<file path="config.mk">
export PLATFORM = sky130hd
export DESIGN_NAME = mcg_commutator
export DESIGN_NICKNAME = d
export VERILOG_FILES = /design/src/rtl/mcg_pkg.sv /design/src/rtl/mcg_elec_angle.sv /design/src/rtl/mcg_sector_find.sv /design/src/rtl/mcg_step_fsm.sv /design/src/rtl/mcg_commutator.sv
export SDC_FILE = /design/constraint.sdc
export NUM_CORES = 1
export LEC_CHECK = 0
export BUFFER_PORTS_ARGS = -buffer_cell sky130_fd_sc_hd__buf_2
export CAP_MARGIN = 20
export CORE_UTILIZATION = 40
export CTS_CLUSTER_SIZE = 40
export DETAILED_ROUTE_END_ITERATION = 8
export PLACE_DENSITY = 0.65
export SYNTH_ARGS = -nofsm -noshare
export SYNTH_HDL_FRONTEND = slang
export SYNTH_SLANG_ARGS = --single-unit
</file>
<file path="constraint.sdc">
create_clock -name clk -period 0.8 [get_ports clk]
set_input_delay 0 -clock clk [delete_from_list [all_inputs] [get_ports clk]]
set_output_delay 0 -clock clk [all_outputs]
set_load 0.01 [all_outputs]
</file>
<file path="src/rtl/mcg_pkg.sv">
package mcg_pkg;

    // Sector state of the six-step sequence, plus the idle state used before lock
    typedef enum logic [2:0] {
        ST_IDLE = 3'd0,
        ST_S0   = 3'd1,
        ST_S1   = 3'd2,
        ST_S2   = 3'd3,
        ST_S3   = 3'd4,
        ST_S4   = 3'd5,
        ST_S5   = 3'd6
    } step_t;

    // Pole selection codes
    localparam logic [1:0] POLE_2 = 2'b00;
    localparam logic [1:0] POLE_4 = 2'b01;
    localparam logic [1:0] POLE_8 = 2'b10;

    // Rounded lower edge of sector k (k = 1..5) for a w-bit full circle
    function automatic int sector_bound(input int k, input int w);
        return (2 * k * (1 << w) + 6) / 12;
    endfunction

endpackage

</file>
<file path="src/rtl/mcg_elec_angle.sv">
module mcg_elec_angle #(
    parameter int ANGLE_W = 12,
    parameter int MAX_SHIFT = 2
) (
    input  logic [ANGLE_W-1:0] mech_ang,
    input  logic [1:0]         pole_sel,
    output logic [ANGLE_W-1:0] elec_ang
);
    localparam int WIDE_W = ANGLE_W + MAX_SHIFT;

    logic [1:0]        shamt;
    logic [WIDE_W-1:0] wide;

    // Pole code to shift amount; the unused code falls back to two poles
    always_comb begin
        unique case (pole_sel)
            mcg_pkg::POLE_4: shamt = 2'd1;
            mcg_pkg::POLE_8: shamt = 2'd2;
            default:         shamt = 2'd0;
        endcase
    end

    assign wide     = {{MAX_SHIFT{1'b0}}, mech_ang} << shamt;
    assign elec_ang = wide[ANGLE_W-1:0];

endmodule

</file>
<file path="src/rtl/mcg_sector_find.sv">
module mcg_sector_find #(
    parameter int ANGLE_W = 12
) (
    input  logic [ANGLE_W-1:0] elec_ang,
    output logic [2:0]         sector
);
    localparam int N_EDGES = 5;

    logic [N_EDGES-1:0] above;

    // One comparator per interior sector edge
    for (genvar k = 0; k < N_EDGES; k++) begin : g_edge
        localparam logic [ANGLE_W-1:0] BND =
            ANGLE_W'(mcg_pkg::sector_bound(k + 1, ANGLE_W));
        assign above[k] = (elec_ang >= BND);
    end

    // Thermometer code to sector index
    always_comb begin
        sector = 3'd0;
        for (int k = 0; k < N_EDGES; k++) begin
            sector = sector + {2'b00, above[k]};
        end
    end

endmodule

</file>
<file path="src/rtl/mcg_step_fsm.sv">
module mcg_step_fsm (
    input  logic       clk,
    input  logic       rst_n,
    input  logic       smp_vld,
    input  logic [2:0] sector,
    output logic [2:0] uvw
);
    import mcg_pkg::*;

    step_t state_q, state_d, target;

    // Sector index to its state
    always_comb begin
        unique case (sector)
            3'd0:    target = ST_S0;
            3'd1:    target = ST_S1;
            3'd2:    target = ST_S2;
            3'd3:    target = ST_S3;
            3'd4:    target = ST_S4;
            default: target = ST_S5;
        endcase
    end

    // first-lock and step on a valid sample, hold otherwise
    always_comb begin
        state_d = state_q;
        if (smp_vld) begin
            state_d = target;
        end
    end

    always_ff @(posedge clk or negedge rst_n) begin
        if (!rst_n) begin
            state_q <= ST_IDLE;
        end else begin
            state_q <= state_d;
        end
    end

    // Output decode from the registered state
    always_comb begin
        unique case (state_q)
            ST_S0:   uvw = 3'b100;
            ST_S1:   uvw = 3'b110;
            ST_S2:   uvw = 3'b010;
            ST_S3:   uvw = 3'b011;
            ST_S4:   uvw = 3'b001;
            ST_S5:   uvw = 3'b101;
            default: uvw = 3'b000;
        endcase
    end

endmodule

</file>
<file path="src/rtl/mcg_commutator.sv">
module mcg_commutator #(
    parameter int ANGLE_W = 12
) (
    input  logic               clk,
    input  logic               rst_n,
    input  logic [ANGLE_W-1:0] ang_in,
    input  logic               ang_vld,
    input  logic [1:0]         pole_sel,
    output logic [2:0]         uvw
);
    logic [ANGLE_W-1:0] elec_ang;
    logic [2:0]         sector;

    mcg_elec_angle #(.ANGLE_W(ANGLE_W), .MAX_SHIFT(2)) u_scale (
        .mech_ang (ang_in),
        .pole_sel (pole_sel),
        .elec_ang (elec_ang)
    );

    mcg_sector_find #(.ANGLE_W(ANGLE_W)) u_sector (
        .elec_ang (elec_ang),
        .sector   (sector)
    );

    mcg_step_fsm u_fsm (
        .clk     (clk),
        .rst_n   (rst_n),
        .smp_vld (ang_vld),
        .sector  (sector),
        .uvw     (uvw)
    );

endmodule

</file>
==> out/qor.yml <==
status: "finished, violations left"
violations: "setup timing"
hold_viol_final: 0
worst_pin_slew_ps: 358
ir_worst_vdd_mv: 1.22
synthesis.nets: 121
drcViolationCount: 0
fp.coreArea_um2: 1940
cts_buffers: 3
maxSlewViolCount: 0
die_w_um: 47.3
final_layout_size_suffix_gt1_share_pct: 50.7
synth_largest_area_cell: "mux2i_1"
timing.final.crit_period_ps: 3050
first_pass_iters: 4
clockBufferDepth: 2
grtUsageTotal_pct: 20.9
setup-tns-final_ps: -7320
path_class: "in2reg"
antenna_found_initial: 0
root_buffer: "clkbuf_4"
netlist_top_cells_area: "mux2i_1 16%, dfrtp_1 9.1%, mux2_2 8.2%, a21oi_1 4.9%, fa_1 4.9%"
end_kind: "register"
grt_max_degree: 9
ant_nets: 0
ff_latch_area_um2: 75.1
leakage_nw: 0.643
cap_viol_max_count: 0
clock_latency_ps: 230
port_buffers: 19
max_freq_ghz: 0.328
reg2reg_depth: 2
cts_htree_levels: 1
ios: 20
hpwlAfterDp_um: 1630
diodes: 0
busiest_layer: "met2"
viasPerCell: 5.29
async_reset_ff_share_pct: 100
worst_hold_slack_ps: 33.7
final.period_utilization_pct: 381
grt_util_met3_pct: 0.385
routed-via-count: 947
die_h_um: 47.3
slew_headroom_pct: 76.0
powerDensity_nw_per_um2: 1840
fill_cells: 175
first_iter_violations: 11
syn_to_final_growth_pct: 60.7
hold_class: "in2reg"
drt_wl_total_um: 2260
multi_input_area_um2: 724
cts.clk_slew.worst_paths_ps: 40
r2r-end: "u_fsm.state_q[1]"
ys_warn_count: 0
grt_use_met2_pct: 41.9
place.gp.congestion: 0.834
worstHoldStart: "ang_vld"
worstReg2RegStart: "u_fsm.state_q[1]"
grt_pass1_wl_um: 3450
setup_viol: 6
instances_no_fill: 179
largestRegisters: "u_fsm.state_q x3"
yosysSeqAreaShare_pct: 9.15
rsz0062_at_grt: "true"
worstHoldPathCells: 2
cts_tree: "built"
initial_core_util_pct: 42.3
synthTopCellsByCount: "13 x mux2i_1, 8 x a21oi_1, 8 x nor2_1, 7 x inv_1, 6 x mux2_2"
largest_reg_flops: 3
num-nets-final: 174
start_kind: "input pin"
fin_skew_ps: 0
ys_types: 41
min_to: "u_fsm.state_q[2]"
fin_ws_ps: -2250
rows: 16
syn_area_per_cell_um2: 8.21
yosys.area.top_type_share_pct: 15.9
first_global_vias: 844
dieArea_um2: 2240
synth_edf_count: 0
ys_ff_latch: 3
ys.flop_type: "dfrtp_1"
syn_inst: 100
clock_sinks: 3
wl_per_cell_um: 12.6
placed_cells: 165
grt-ovfl-total: 0
crit_required_ps: 910
path_max_fanout: 7
synth_most_common_cell: "mux2i_1"
netlist_area_um2: 821
rrSetupSlack_ps: -160
top_register: "u_fsm.state_q"
worstPathArrival_ps: 3160
use_met1_pct: 24.1
fin_total_pwr_mw: 2.43
-- placed cells by master (no fill, tap or decap), types with 3 or more instances in the layout --
master     n
buf_4     30
buf_2     15
mux2i_1   13
nor2_1     8
inv_1      6
a21oi_1    6
mux2_4     5
buf_6      5
a211oi_2   3
a21oi_2    3
o21ai_1    3
nand2_1    3
clkbuf_4   3
dfrtp_1    3
-- report_power, final --
part           total [mW]  switching (mW)  internal [mW]
registers           0.340           0.109          0.230
logic                1.82           0.695           1.13
clock network       0.264          0.0767          0.187
-- per-layer routing --
metal / part of all wire, % / wire length (um)
met4: 0 / 0
met1: 40 / 900
met5: 0 / 0
met3: 1.7 / 38
met2: 58 / 1320
-- timing repair --
item                                    4_1_cts  5_1_grt
endpoints found under the hold margin         3        0
endpoints found under the setup margin        6        6
setup buffers                                 8        0
cloned                                        1        0
hold buffers                                  1        0
gates resized for setup                      23        3
pin swaps                                     8        6
-- worst max-delay path by stage --
stage,from,to
2_1_floorplan,pole_sel[1],u_fsm.state_q[1]
5_1_grt,pole_sel[1],u_fsm.state_q[1]
4_1_cts,pole_sel[1],u_fsm.state_q[1]
3_3_place_gp,pole_sel[1],u_fsm.state_q[1]
6_report,pole_sel[1],u_fsm.state_q[1]
3_5_place_dp,pole_sel[1],u_fsm.state_q[1]
-- cell families after synthesis --
group                      share of synthesized area [%]
buffers and inverters                               10.1
and+or+nand+nor                                     17.2
muxes                                               25.9
xor gates and xnor gates                            1.07
DFF                                                 9.15
AOI/OAI and AO/OA                                   28.7
adders and majority gates                           7.93
-- stage by stage --
| stage | utilization, % | cell area [um2] | setup WS, ps |
|---|---|---|---|
| after floorplan | - | 847 | -2400 |
| after detailed placement | 56.6 | 1100 | -2630 |
| final | 67.9 | 1320 | -2250 |
| after global routing | 67.9 | 1320 | -2390 |
| after global placement | 56.6 | 1100 | -2600 |
| after CTS | 67.3 | 1310 | -2260 |
-- cell type report --
class	instances	area share [%]
multi-input cells	83	54.9
repair buffers	54	32.5
flip-flops and latches	3	5.69
well taps	27	2.56
inverters	8	2.28
clock buffers	4	1.99
-- critical path, cell delays in order --
cell and delay (ps):
buf_12 90, buf_8 100, buf_4 140, mux2_2 350, nand2_2 90, o21ai_4 90
a211oi_2 150, a21oi_1 90, ha_1 280, fa_1 490, ha_2 170, inv_2 30
fa_1 530, mux2_4 300, mux2_4 250
Power figures use the tool's default switching activity.
